**src/rtl/ifs_pkg.sv**
```systemverilog
package ifs_pkg;

  // One state per clock of the fetch / indirect / execute sequence.
  typedef enum logic [3:0] {
    ST_F_ADDR  = 4'd0,  // PC -> MAR, halt is sampled here
    ST_F_READ  = 4'd1,  // read strobe, PC advances
    ST_F_CAP   = 4'd2,  // data bus -> MBR
    ST_F_LOAD  = 4'd3,  // MBR -> IR
    ST_CHECK   = 4'd4,  // test the indirect flag
    ST_I_ADDR  = 4'd5,  // IR address field -> MAR
    ST_I_READ  = 4'd6,  // read strobe for the pointer word
    ST_I_CAP   = 4'd7,  // data bus -> MBR
    ST_I_MERGE = 4'd8,  // MBR low bits -> IR address field
    ST_EXEC    = 4'd9   // one-clock execute strobe
  } seq_state_t;

endpackage

```
**src/rtl/ifs_ctrl.sv**
```systemverilog
module ifs_ctrl
  import ifs_pkg::*;
(
  input  logic clk,
  input  logic rst_n,
  input  logic halt,
  input  logic ind_flag,
  output logic ld_mar_pc,
  output logic ld_mar_ir,
  output logic inc_pc,
  output logic ld_mbr,
  output logic ld_ir_full,
  output logic ld_ir_addr,
  output logic rd_stb,
  output logic exec_stb,
  output logic fetch_start,
  output logic fetch_rd,
  output logic merge_evt
);

  seq_state_t state_q, state_d;

  always_ff @(posedge clk or negedge rst_n) begin
    if (!rst_n) state_q <= ST_F_ADDR;
    else        state_q <= state_d;
  end

  always_comb begin
    state_d     = state_q;
    ld_mar_pc   = 1'b0;
    ld_mar_ir   = 1'b0;
    inc_pc      = 1'b0;
    ld_mbr      = 1'b0;
    ld_ir_full  = 1'b0;
    ld_ir_addr  = 1'b0;
    rd_stb      = 1'b0;
    exec_stb    = 1'b0;
    fetch_start = 1'b0;
    fetch_rd    = 1'b0;
    merge_evt   = 1'b0;
    case (state_q)
      ST_F_ADDR: begin
        fetch_start = 1'b1;
        if (!halt) begin
          ld_mar_pc = 1'b1;
          state_d   = ST_F_READ;
        end
      end
      ST_F_READ: begin
        rd_stb   = 1'b1;
        fetch_rd = 1'b1;
        inc_pc   = 1'b1;
        state_d  = ST_F_CAP;
      end
      ST_F_CAP: begin
        ld_mbr  = 1'b1;
        state_d = ST_F_LOAD;
      end
      ST_F_LOAD: begin
        ld_ir_full = 1'b1;
        state_d    = ST_CHECK;
      end
      ST_CHECK: begin
        state_d = ind_flag ? ST_I_ADDR : ST_EXEC;
      end
      ST_I_ADDR: begin
        ld_mar_ir = 1'b1;
        state_d   = ST_I_READ;
      end
      ST_I_READ: begin
        rd_stb  = 1'b1;
        state_d = ST_I_CAP;
      end
      ST_I_CAP: begin
        ld_mbr  = 1'b1;
        state_d = ST_I_MERGE;
      end
      ST_I_MERGE: begin
        ld_ir_addr = 1'b1;
        merge_evt  = 1'b1;
        state_d    = ST_EXEC;
      end
      ST_EXEC: begin
        exec_stb = 1'b1;
        state_d  = ST_F_ADDR;
      end
      default: state_d = ST_F_ADDR;
    endcase
  end

endmodule

```
**src/rtl/ifs_regs.sv**
```systemverilog
module ifs_regs #(
  parameter int DATA_W = 16,
  parameter int ADDR_W = 11
) (
  input  logic              clk,
  input  logic              rst_n,
  input  logic              ld_mar_pc,
  input  logic              ld_mar_ir,
  input  logic              inc_pc,
  input  logic              ld_mbr,
  input  logic              ld_ir_full,
  input  logic              ld_ir_addr,
  input  logic [DATA_W-1:0] rdata,
  output logic [ADDR_W-1:0] pc,
  output logic [ADDR_W-1:0] mar,
  output logic [DATA_W-1:0] ir
);

  localparam int HEAD_W = DATA_W - ADDR_W;

  logic [DATA_W-1:0] mbr;

  // Next program counter: wraps modulo 2^ADDR_W.
  function automatic logic [ADDR_W-1:0] pc_step(input logic [ADDR_W-1:0] cur);
    return cur + ADDR_W'(1);
  endfunction

  // Address field of an instruction word.
  function automatic logic [ADDR_W-1:0] addr_of(input logic [DATA_W-1:0] w);
    return w[ADDR_W-1:0];
  endfunction

  // Keep opcode and flag, take the resolved address from the pointer word.
  function automatic logic [DATA_W-1:0] merge_addr(input logic [DATA_W-1:0] instr,
                                                   input logic [DATA_W-1:0] ptr);
    logic [HEAD_W-1:0] head;
    head = instr[DATA_W-1:ADDR_W];
    return {head, addr_of(ptr)};
  endfunction

  always_ff @(posedge clk or negedge rst_n) begin
    if (!rst_n) begin
      pc  <= '0;
      mar <= '0;
      mbr <= '0;
      ir  <= '0;
    end else begin
      if (ld_mar_pc)      mar <= pc;
      else if (ld_mar_ir) mar <= addr_of(ir);
      if (inc_pc)         pc  <= pc_step(pc);
      if (ld_mbr)         mbr <= rdata;
      if (ld_ir_full)     ir  <= mbr;
      else if (ld_ir_addr) ir <= merge_addr(ir, mbr);
    end
  end

endmodule

```
**src/rtl/ifetch_seq.sv**
```systemverilog
module ifetch_seq #(
  parameter int DATA_W = 16,
  parameter int OPC_W  = 4,
  localparam int ADDR_W = DATA_W - OPC_W - 1
) (
  input  logic              clk,
  input  logic              rst_n,
  input  logic              halt,
  output logic [ADDR_W-1:0] mem_addr,
  output logic              mem_rd,
  input  logic [DATA_W-1:0] mem_rdata,
  output logic              exec_stb,
  output logic [ADDR_W-1:0] pc_out,
  output logic [DATA_W-1:0] ir_out
);

  localparam int IND_BIT = ADDR_W;

  // Internal events, named so the bound checker can see them.
  logic              ld_mar_pc, ld_mar_ir, inc_pc, ld_mbr, ld_ir_full, ld_ir_addr;
  logic              fetch_start_w, fetch_rd_w, merge_evt_w;
  logic [ADDR_W-1:0] pc_q, mar_q;
  logic [DATA_W-1:0] ir_q;

  ifs_ctrl u_ctrl (
    .clk         (clk),
    .rst_n       (rst_n),
    .halt        (halt),
    .ind_flag    (ir_q[IND_BIT]),
    .ld_mar_pc   (ld_mar_pc),
    .ld_mar_ir   (ld_mar_ir),
    .inc_pc      (inc_pc),
    .ld_mbr      (ld_mbr),
    .ld_ir_full  (ld_ir_full),
    .ld_ir_addr  (ld_ir_addr),
    .rd_stb      (mem_rd),
    .exec_stb    (exec_stb),
    .fetch_start (fetch_start_w),
    .fetch_rd    (fetch_rd_w),
    .merge_evt   (merge_evt_w)
  );

  ifs_regs #(.DATA_W(DATA_W), .ADDR_W(ADDR_W)) u_regs (
    .clk        (clk),
    .rst_n      (rst_n),
    .ld_mar_pc  (ld_mar_pc),
    .ld_mar_ir  (ld_mar_ir),
    .inc_pc     (inc_pc),
    .ld_mbr     (ld_mbr),
    .ld_ir_full (ld_ir_full),
    .ld_ir_addr (ld_ir_addr),
    .rdata      (mem_rdata),
    .pc         (pc_q),
    .mar        (mar_q),
    .ir         (ir_q)
  );

  assign mem_addr = mar_q;
  assign pc_out   = pc_q;
  assign ir_out   = ir_q;

endmodule

```
**config.mk**
```make
export PLATFORM = sky130hd
export DESIGN_NAME = ifetch_seq
export DESIGN_NICKNAME = d
export VERILOG_FILES = /design/src/rtl/ifs_pkg.sv /design/src/rtl/ifs_ctrl.sv /design/src/rtl/ifs_regs.sv /design/src/rtl/ifetch_seq.sv
export SDC_FILE = /design/constraint.sdc
export NUM_CORES = 1
export LEC_CHECK = 0
export ABC_CLOCK_PERIOD_IN_PS = 3600
export BUFFER_PORTS_ARGS = -buffer_cell sky130_fd_sc_hd__buf_2
export CAP_MARGIN = 10
export CORE_UTILIZATION = 50
export DETAILED_ROUTE_END_ITERATION = 6
export PLACE_DENSITY = 0.83
export RECOVER_POWER = 25
export SLEW_MARGIN = 0
export SYNTH_ARGS = -nofsm -noshare
export SYNTH_HDL_FRONTEND = slang
export SYNTH_HIERARCHICAL = 1
export SYNTH_SLANG_ARGS = --single-unit
```
**constraint.sdc**
```tcl
create_clock -name clk -period 3.6 [get_ports clk]
set_clock_uncertainty 0.2 [all_clocks]
set_input_delay 0.18 -clock clk [delete_from_list [all_inputs] [get_ports clk]]
set_output_delay 0.18 -clock clk [all_outputs]
set_load 0.01 [all_outputs]
```
==> results of run 1 <==
==> metrics by stage <==
stage | cell area, µm² | hold slack [ns] | setup WS, ns | utilization, % | power, µW
2_1_floorplan | 2526 | -0.3156 | 1.672 | - | 1927
3_3_place_gp | 2879 | 0.1237 | 1.259 | 60.16 | 2215
3_5_place_dp | 2879 | 0.1201 | 1.189 | 60.16 | 2264
4_1_cts | 3267 | 0.1211 | 1.170 | 68.26 | 2942
5_1_grt | 3223 | 0.1273 | 0.8488 | 67.35 | 3076
6_report | 3223 | 0.1385 | 1.163 | 67.35 | 2894
==> worst reg2reg max path, stage by stage (launching register included) <==
cell and delay, ns:
dfrtp_1 0.52, nand2b_1 0.27, nor3_1 0.71, nand4_4 0.22, nor3_1 0.28, xnor2_1 0.15
==> sequential cells by signal, summed over array words and instances, names as in the netlist <==
name	flops
u_ctrl/state_q	4
u_regs/ir	16
u_regs/mar	11
u_regs/mbr	16
u_regs/pc	11
==> cell type report <==
class / count / area (µm²)
tap: 67 / 83.83
fill: 361 / 1563
clock inverter: 6 / 80.08
timing repair buffer: 81 / 461.7
clock buffer: 10 / 137.6
inverter: 4 / 15.01
sequential: 58 / 1451
multi-input combinational: 120 / 993.5
==> power by group <==
| part | internal [µW] | leakage [µW] | switching, µW |
|---|---|---|---|
| logic | 533 | 0.000578 | 480 |
| clock network | 403 | 0.000116 | 248 |
| registers | 946 | 0.000719 | 284 |
==> path summary, 6_finish.rpt <==
kind / endpoint / start / slack, ns
setup / recovery: u_regs/pc[9] / u_ctrl/state_q[1] / 1.16
hold / removal: u_ctrl/state_q[0] / halt / 0.14
setup reg to reg: u_regs/pc[9] / u_ctrl/state_q[1] / 1.16
hold reg to reg: u_regs/mbr[6] / u_regs/mbr[6] / 0.31
max in group asynchronous: u_regs/mbr[2] / rst_n / 1.27
min in group asynchronous: u_regs/mbr[3] / rst_n / 0.76
==> layer usage <==
metal / up-vias / track usage (%) / share of wire [%]
met5: - / 0 / 0
met1: 880 / 27.16 / 43
met3: 14 / 7.597 / 4.8
met4: 0 / 10.02 / 2.3
met2: 55 / 33.95 / 49
li1: 837 / - / -
==> cell usage in the layout, fill, tap and decap left out, drive strengths merged, types with 2 or more instances in the layout <==
master	n
dfrtp	58
clkbuf	45
mux2	33
buf	29
dlygate4sd3	17
nand2	16
o21ai	12
mux2i	11
nor3	6
xor2	6
nor2	5
xnor2	5
clkinv	4
inv	4
nand2b	3
nand4	3
bufinv	2
or4b	2
nor3b	2
a21oi	2
nand3	2
nor4	2
==> repair_timing <==
action	in CTS	in global routing
endpoints found under the hold margin	52	0
hold buffers	17	0
gates resized for setup	0	0
==> run_results.csv, run 1 <==
group,metric,value,unit
placed_design,gp_congestion,0.8044,
detailed_routing,first_pass_iters,4,
setup_path,ff2ff_path_depth,5,
cts,cts_setup_buffers,0,
logic_synthesis,syn_avg_cell_area,13.02,µm²
detailed_routing,wire_per_inst,15.10,µm
detailed_routing,drt_iter0_drc,98,
setup_path,path_cells,"nand2b_1 -> nor3_1 -> nand4_4 -> nor3_1 -> xnor2_1",
setup_path,cp_num_buf_inv,0,
setup_path,path_delay_family,"simple AND/OR/NAND/NOR gates",
cts,worstSkewPairLatency,0.33,ns
setup_path,crit_path_frequent_cell,"nor3_1",
floorplanning,die_width,73.08,µm
floorplanning,coreArea,4786,µm²
setup_path,worst-path-max-fanout,15,
hold_path,hold_class,"primary input to flip-flop",
sta,fin_tns_setup,0,ns
floorplanning,die_area,5341,µm²
cts,htreeDepth,3,
sta,post-route-min-period,2.437,ns
hold_path,min_path_cells,3,
setup_path,critPathMaxStageDelay,0.71,ns
sta,rsz0062_at_grt,"no",
grt,grt_pass1_vias,1753,
flow_run,cap_violations,1,
run_status,status,"finished with violations",
logic_synthesis,synth_nets,214,
setup_path,worst-path-stages,5,
cts,cts_root_buf,"clkbuf_8",
cts,cts_tree,"yes",
setup_path,cp-start-kind,"flip-flop",
run_status,violations,"max-capacitance violations, max-slew violations",
sta,drv_slew,38,
layout,antenna_cells,0,
detailed_routing,wirelength,5.225,mm
cts,clk_pin_slew,0.06,ns
grt,grt_max_degree,38,
grt,antenna_found_initial,0,
setup_path,required,3.65,ns
detailed_routing,drc,0,
grt,grtUsageTotal,21.74,%
cts,cts_made_buffers,9,
layout,area_growth,27.59,%
cts,cts_buffer_depth,2,
sta,min_period_over_period,67.70,%
floorplanning,fp-row-count,25,
power_and_ir_drop,leakage,0.001414,µW
logic_synthesis,netlist_area,2526,µm²
grt,grt_pass1_wl,8.438,mm
grt,overflow,0,
floorplanning,ios,59,
layout,final_nets,294,
logic_synthesis,synthCells,194,
setup_path,worstSetupPathType,"flip-flop to flip-flop",
power_and_ir_drop,peakVddDrop,454.1,µV
power_and_ir_drop,power_density,897.9,nW/µm²
layout,stdcell_count,346,
setup_path,endpoint_kind,"flip-flop",
sta,finalSetupViolations,0,
placed_design,io_buffer_count,58,
detailed_routing,postRouteAntennaNets,0,
sta,final_hold_viol_count,0,
sta,worstMarginPinSlew,1.973,ns
setup_path,cp_slowest_cell,"nor3_1",
cts,clock_sinks,58,
layout,drive_gt1_share,30.82,%
sta,fmax,410.3,MHz
setup_path,worstPathArrival,2.49,ns
placed_design,dp_hpwl,3.337,mm
logic_synthesis,yosysWarnings,6,
detailed_routing,num_vias,1786,
floorplanning,dieHeight,73.08,µm
detailed_routing,routed_via_density,5.162,
sta,maxSlewHeadroom,-31.53,%
placed_design,place_inst,313,
floorplanning,start_util,52.78,%
Power figures use the tool's default switching activity.
==> run 2, diff against run 1 <==
--- a/config.mk
+++ b/config.mk
@@ -5,10 +5,10 @@
 export SDC_FILE = /design/constraint.sdc
 export NUM_CORES = 1
 export LEC_CHECK = 0
-export ABC_CLOCK_PERIOD_IN_PS = 3600
+export ABC_CLOCK_PERIOD_IN_PS = 2000
 export BUFFER_PORTS_ARGS = -buffer_cell sky130_fd_sc_hd__buf_2
 export CAP_MARGIN = 10
-export CORE_UTILIZATION = 50
+export CORE_UTILIZATION = 48
 export DETAILED_ROUTE_END_ITERATION = 6
 export PLACE_DENSITY = 0.83
 export RECOVER_POWER = 25
==> constraint.sdc (replaced) <==
create_clock -name clk -period 2 [get_ports clk]
set_clock_uncertainty 0.2 [all_clocks]
set_input_delay 0.1 -clock clk [delete_from_list [all_inputs] [get_ports clk]]
set_output_delay 0.1 -clock clk [all_outputs]
set_load 0.01 [all_outputs]
==> run 2 against run 1 <==
Effect of this change:
- the flow now finishes without violations
- design area grew 2.7%
- worst hold slack gained 0.015 ns
- sequential power grew 73%
- sequential share of layout area shrank 1.1 points
- total power grew 78%
==> run_results.csv, run 2 (same netlist as run 1, synthesis figures left out) <==
group,metric,value,unit
run_status,status,"completed",
layout,area_growth,31.01,%
sta,setup_ws,0.08486,ns
layout,final_cell_mix,"57 x dfrtp_1, 45 x buf_2, 33 x mux2_2",
layout,drive_gt1_share,41.75,%
setup_path,cp-endpoint,"mem_rd",
detailed_routing,num_vias,1772,
cts,cts_buffer_depth,2,
floorplanning,coreArea,5075,µm²
setup_path,reg2reg_to,"u_regs/ir[0]",
hold_path,hold_class,"primary input to async pin",
detailed_routing,postRouteAntennaNets,0,
power_and_ir_drop,peakVddDrop,815.7,µV
detailed_routing,drt_iter0_drc,116,
setup_path,regToRegSetupSlack,0.14,ns
cts,htreeDepth,3,
sta,min_period_over_period,95.76,%
detailed_routing,wire_per_inst,14.66,µm
placed_design,dp_hpwl,3.554,mm
setup_path,cp_slowest_cell,"dfrtp_1",
cts,cts_setup_buffers,0,
placed_design,gp_congestion,0.8391,
setup_path,critPathMaxStageDelay,0.42,ns
power_and_ir_drop,total_power,5161,µW
detailed_routing,routed_via_density,4.992,
grt,antenna_found_initial,0,
layout,layout_commonest_cell,"dfrtp_1",
setup_path,ff2ff_path_depth,4,
setup_path,worst-path-stages,4,
setup_path,startpoint,"u_ctrl/state_q[1]",
grt,overflow,0,
sta,worstMarginPinSlew,0.7284,ns
detailed_routing,drc,0,
cts,cts_made_buffers,9,
setup_path,cp-start-kind,"flip-flop",
cts,cts_tree,"yes",
detailed_routing,first_pass_iters,4,
placed_design,dpl_worst_slack,-0.06103,ns
setup_path,worstSetupPathType,"flip-flop to primary output",
detailed_routing,wirelength,5.203,mm
setup_path,cp_num_buf_inv,2,
sta,fin_hold_ws,0.1534,ns
grt,grt_max_degree,33,
sta,drv_slew,0,
sta,final_hold_viol_count,0,
sta,post-route-min-period,1.915,ns
setup_path,required,1.70,ns
sta,finalSetupViolations,0,
cts,worstSkewPairLatency,0.34,ns
grt,grtUsageTotal,20.84,%
placed_design,io_buffer_count,58,
floorplanning,dieHeight,74.55,µm
grt,grt_pass1_wl,8.190,mm
floorplanning,die_area,5557,µm²
layout,antenna_cells,0,
floorplanning,ios,59,
setup_path,path_delay_family,"flip-flops",
floorplanning,start_util,49.78,%
power_and_ir_drop,power_density,1559,nW/µm²
sta,maxSlewHeadroom,51.44,%
sta,rsz0062_at_grt,"no",
setup_path,path_cells,"buf_4 -> or3b_1 -> a21oi_1 -> buf_2",
setup_path,r2r-start,"u_ctrl/state_q[0]",
setup_path,worstPathArrival,1.62,ns
power_and_ir_drop,leakage,0.001516,µW
setup_path,worst-path-max-fanout,11,
cts,cts_root_buf,"clkbuf_8",
layout,final_nets,301,
layout,top_regs,"u_regs/ir x16, u_regs/mbr x16",
cts,clock_sinks,58,
flow_run,cap_violations,0,
setup_path,endpoint_kind,"primary output",
grt,grt_pass1_vias,1633,
floorplanning,die_width,74.55,µm
sta,fmax,522.2,MHz
cts,clk_pin_slew,0.07,ns
floorplanning,fp-row-count,26,
run 2: area by class of cell:
cell class,count,area [µm²]
sequential,58,1453
multi-input combinational,120,1013
inverter,4,15.01
tap,70,87.58
clock inverter,3,15.01
fill,404,1765
clock buffer,12,155.1
timing repair buffer,88,570.5
run 2: worst min path at each step:
stage | endpoint | start | cells after the start | slack (ns)
floorplan | u_ctrl/state_q[0] | rst_n | 0 | -0.40
global placement | u_regs/ir[11] | rst_n | 1 | -0.03
detailed placement | u_regs/ir[11] | rst_n | 1 | -0.03
CTS | u_regs/pc[5] | rst_n | 2 | 0.14
global route | u_regs/pc[5] | rst_n | 2 | 0.22
finish | u_regs/pc[5] | rst_n | 2 | 0.15
run 2: worst reg2reg max path: cells and delay by family, from the launching register on:
kind / cells / cell delay [ns]
simple gates: 2 / 0.69
buf+inv: 1 / 0.10
flops: 1 / 0.44
mux: 1 / 0.32
run 2: through the flow:
stage | area [µm²] | cells | TNS, ns | util, %
3_5_place_dp | 2953 | 322 | -0.5548 | 58.19
6_report | 3309 | 355 | 0 | 65.21
5_1_grt | 3309 | 355 | 0 | 65.21
2_1_floorplan | 2526 | 194 | 0 | -
3_3_place_gp | 2953 | 322 | 0 | 58.19
4_1_cts | 3306 | 355 | 0 | 65.14
run 2: report_power, final:
group	total [µW]	leakage, µW	internal (µW)	switching [µW]
Sequential	2130	0.000718	1710	423
Clock	933	0.0000920	503	430
Combinational	2100	0.000706	1110	985
run 2: what timing repair did:
| action | CTS | global route |
|---|---|---|
| resized for setup | 1 | 5 |
| endpoints found under the setup margin | 11 | 5 |
| hold buffers | 18 | 0 |
| endpoints found under the hold margin | 43 | 0 |
run 2: per-layer routing:
metal	global-route usage [%]	wire length, µm	vias to the layer above
li1	-	-	853
met1	28.44	2418	880
met3	8.537	197	9
met5	0	0	-
met4	7.547	85	0
met2	30.03	2502	30
==> run 3, diff against run 2 <==
--- a/config.mk
+++ b/config.mk
@@ -5,9 +5,11 @@
 export SDC_FILE = /design/constraint.sdc
 export NUM_CORES = 1
 export LEC_CHECK = 0
-export ABC_CLOCK_PERIOD_IN_PS = 2000
+export ABC_CLOCK_PERIOD_IN_PS = 1740
 export BUFFER_PORTS_ARGS = -buffer_cell sky130_fd_sc_hd__buf_2
 export CAP_MARGIN = 10
+export CORE_ASPECT_RATIO = 0.6
+export CORE_MARGIN = 2
 export CORE_UTILIZATION = 48
 export DETAILED_ROUTE_END_ITERATION = 6
 export PLACE_DENSITY = 0.83
==> constraint.sdc (replaced) <==
create_clock -name clk -period 1.74 [get_ports clk]
set_clock_uncertainty 0.2 [all_clocks]
set_input_delay 0.087 -clock clk [delete_from_list [all_inputs] [get_ports clk]]
set_output_delay 0.087 -clock clk [all_outputs]
set_load 0.01 [all_outputs]
==> run 3 against run 2 <==
Effect of this change:
- the run now ends with negative setup slack left
- final cell count grew 5.4%
- flip-flop and latch count is the same
- clock power grew 18%
- die area grew 5.8%
- clock-buffer cell count is the same
- combinational power grew 69%
- design area grew 13%
- global-route usage grew 2.2 points
- critical path depth grew 2
- largest cell class unchanged
- sequential share of layout area shrank 5.0 points
- critical path type is now flip-flop to flip-flop
- first-iteration DRC count grew 0.86%
==> run_results.csv, run 3 (same netlist as run 1, synthesis figures left out) <==
group,metric,value,unit
run_status,status,"finished with violations",
run_status,violations,"negative setup slack",
setup_path,worstSetupPathType,"flip-flop to flip-flop",
detailed_routing,routed_via_density,5.251,
placed_design,dpl_cell_area,3025,µm²
sta,setup_ws,-0.1368,ns
sta,worstMarginPinSlew,0.7784,ns
power_and_ir_drop,clkPwrFrac,15.5,%
sta,post-route-min-period,1.877,ns
detailed_routing,drc,0,
placed_design,gp_congestion,0.7896,
cts,cts_root_buf,"clkbuf_8",
grt,grt_pass1_wl,10.04,mm
sta,rsz0062_at_grt,"yes",
layout,final_cell_mix,"58 x buf_2, 56 x dfrtp_1, 20 x mux2_2",
grt,grtUsageTotal,23.02,%
floorplanning,dieHeight,60.20,µm
placed_design,io_buffer_count,58,
setup_path,regToRegSetupSlack,-0.14,ns
power_and_ir_drop,peakVddDrop,1019,µV
sta,finalSetupViolations,44,
cts,cts_tree,"yes",
detailed_routing,postRouteAntennaNets,0,
sta,drv_slew,0,
setup_path,worst-path-max-fanout,6,
placed_design,place_inst,327,
setup_path,critPathMaxStageDelay,0.43,ns
setup_path,r2r-start,"u_ctrl/state_q[0]",
sta,fin_hold_ws,0.2653,ns
power_and_ir_drop,p_int,4544,µW
setup_path,reg2reg_to,"u_regs/mbr[1]",
cts,cts_made_buffers,9,
setup_path,endpoint_kind,"flip-flop",
floorplanning,start_util,49.98,%
sta,min_period_over_period,107.9,%
power_and_ir_drop,power_switching,2545,µW
setup_path,required,1.75,ns
layout,stdcell_count,374,
layout,antenna_cells,0,
setup_path,ff2ff_path_depth,6,
grt,antenna_found_initial,0,
floorplanning,coreArea,5055,µm²
power_and_ir_drop,power_frac_comb,49.9,%
sta,fmax,532.8,MHz
cts,cts_buffer_depth,2,
detailed_routing,drt_iter0_drc,117,
cts,htreeDepth,3,
floorplanning,ios,59,
placed_design,dp_hpwl,3.925,mm
setup_path,crit_path_frequent_cell,"buf_6",
layout,top_regs,"u_regs/ir x16, u_regs/mbr x16",
detailed_routing,first_pass_iters,4,
detailed_routing,wirelength,6.628,mm
flow_run,cap_violations,0,
detailed_routing,wire_per_inst,17.72,µm
layout,layout_commonest_cell,"buf_2",
floorplanning,die_width,97.66,µm
cts,worstSkewPairLatency,0.33,ns
layout,fill_cells,323,
hold_path,hold_class,"primary input to async pin",
setup_path,worstPathArrival,1.89,ns
floorplanning,fp-row-count,20,
cts,clock_sinks,58,
sta,final_hold_viol_count,0,
setup_path,path_cells,"buf_6 -> xor2_2 -> nor3b_2 -> buf_4 -> buf_6 -> mux2_2",
cts,clk_pin_slew,0.06,ns
grt,grt_max_degree,59,
power_and_ir_drop,swShare,35.90,%
sta,maxSlewHeadroom,48.10,%
layout,drive_gt1_share,57.79,%
layout,area_growth,48.04,%
power_and_ir_drop,seqPwrFrac,34.5,%
detailed_routing,num_vias,1964,
layout,final_area,3740,µm²
grt,grt_pass1_vias,1997,
layout,multi_input_area,1195,µm²
setup_path,cp-start-kind,"flip-flop",
floorplanning,die_area,5878,µm²
setup_path,cp_slowest_cell,"dfrtp_2",
grt,overflow,0,
layout,seq_area,1454,µm²
power_and_ir_drop,power_density,1895,nW/µm²
power_and_ir_drop,leakage,0.001787,µW
layout,final_nets,325,
## run 3: timing repair
action,4_1_cts,5_1_grt
pin swaps,4,3
hold buffers,18,0
endpoints found under the setup margin,42,55
hold endpoints to repair,76,0
cloned,3,1
buffers inserted,6,6
resized for setup,34,48
## run 3: power by group through the flow
stage          Combinational, µW  Sequential, µW  Clock, µW
3_3_place_gp                2480            2380          0
3_5_place_dp                2590            2410          0
5_1_grt                     3780            2520       1210
4_1_cts                     2960            2400       1130
2_1_floorplan               1550            2510          0
6_report                    3540            2450       1100
## run 3: cell type report
| class | instances | area share (%) |
|---|---|---|
| Timing Repair Buffer | 112 | 21.81 |
| Sequential cell | 58 | 38.88 |
| Clock inverter | 2 | 0.3346 |
| Multi-Input combinational cell | 120 | 31.95 |
| Clock buffer | 12 | 4.416 |
| Inverter | 4 | 0.4015 |
| Tap cell | 66 | 2.208 |
## run 3: how the worst max path moves through the flow
stage / from / endpoint / slack (ns) / cells after the start
6_report: u_ctrl/state_q[0] / u_regs/mbr[1] / -0.14 / 6
5_1_grt: u_ctrl/state_q[1] / u_regs/pc[8] / -0.18 / 7
2_1_floorplan: u_ctrl/state_q[2] / u_regs/mbr[10] / -0.06 / 6
4_1_cts: u_ctrl/state_q[0] / u_regs/mbr[1] / -0.10 / 5
3_5_place_dp: u_ctrl/state_q[3] / u_regs/ir[5] / -0.31 / 4
3_3_place_gp: u_ctrl/state_q[3] / u_regs/ir[7] / -0.24 / 4
## run 3: critical path: cells and delay by family, from the launching register on
| kind | cells | cell delay [ns] |
|---|---|---|
| xor gates and xnor gates | 1 | 0.17 |
| buffers and inverters | 3 | 0.45 |
| DFF | 1 | 0.43 |
| muxes | 1 | 0.35 |
| and+or+nand+nor | 1 | 0.15 |
## run 3: per-stage QoR
stage,worst slack [ns],power [µW],setup TNS [ns],utilization [%]
after floorplan,-0.06346,4055,-1.163,-
after global placement,-0.2353,4866,-3.215,59.85
after detailed placement,-0.3067,5006,-5.034,59.85
after CTS,-0.1028,6485,-2.490,69.75
after global routing,-0.1811,7505,-5.118,73.99
final,-0.1368,7089,-2.650,73.99
## run 3: routing by layer
layer	GRT usage [%]	vias to the layer above	share of wire [%]
met5	0	-	0
met4	8.929	0	1.7
met3	8.304	10	7.0
met2	37.54	77	48
met1	28.83	978	43
li1	-	899	-
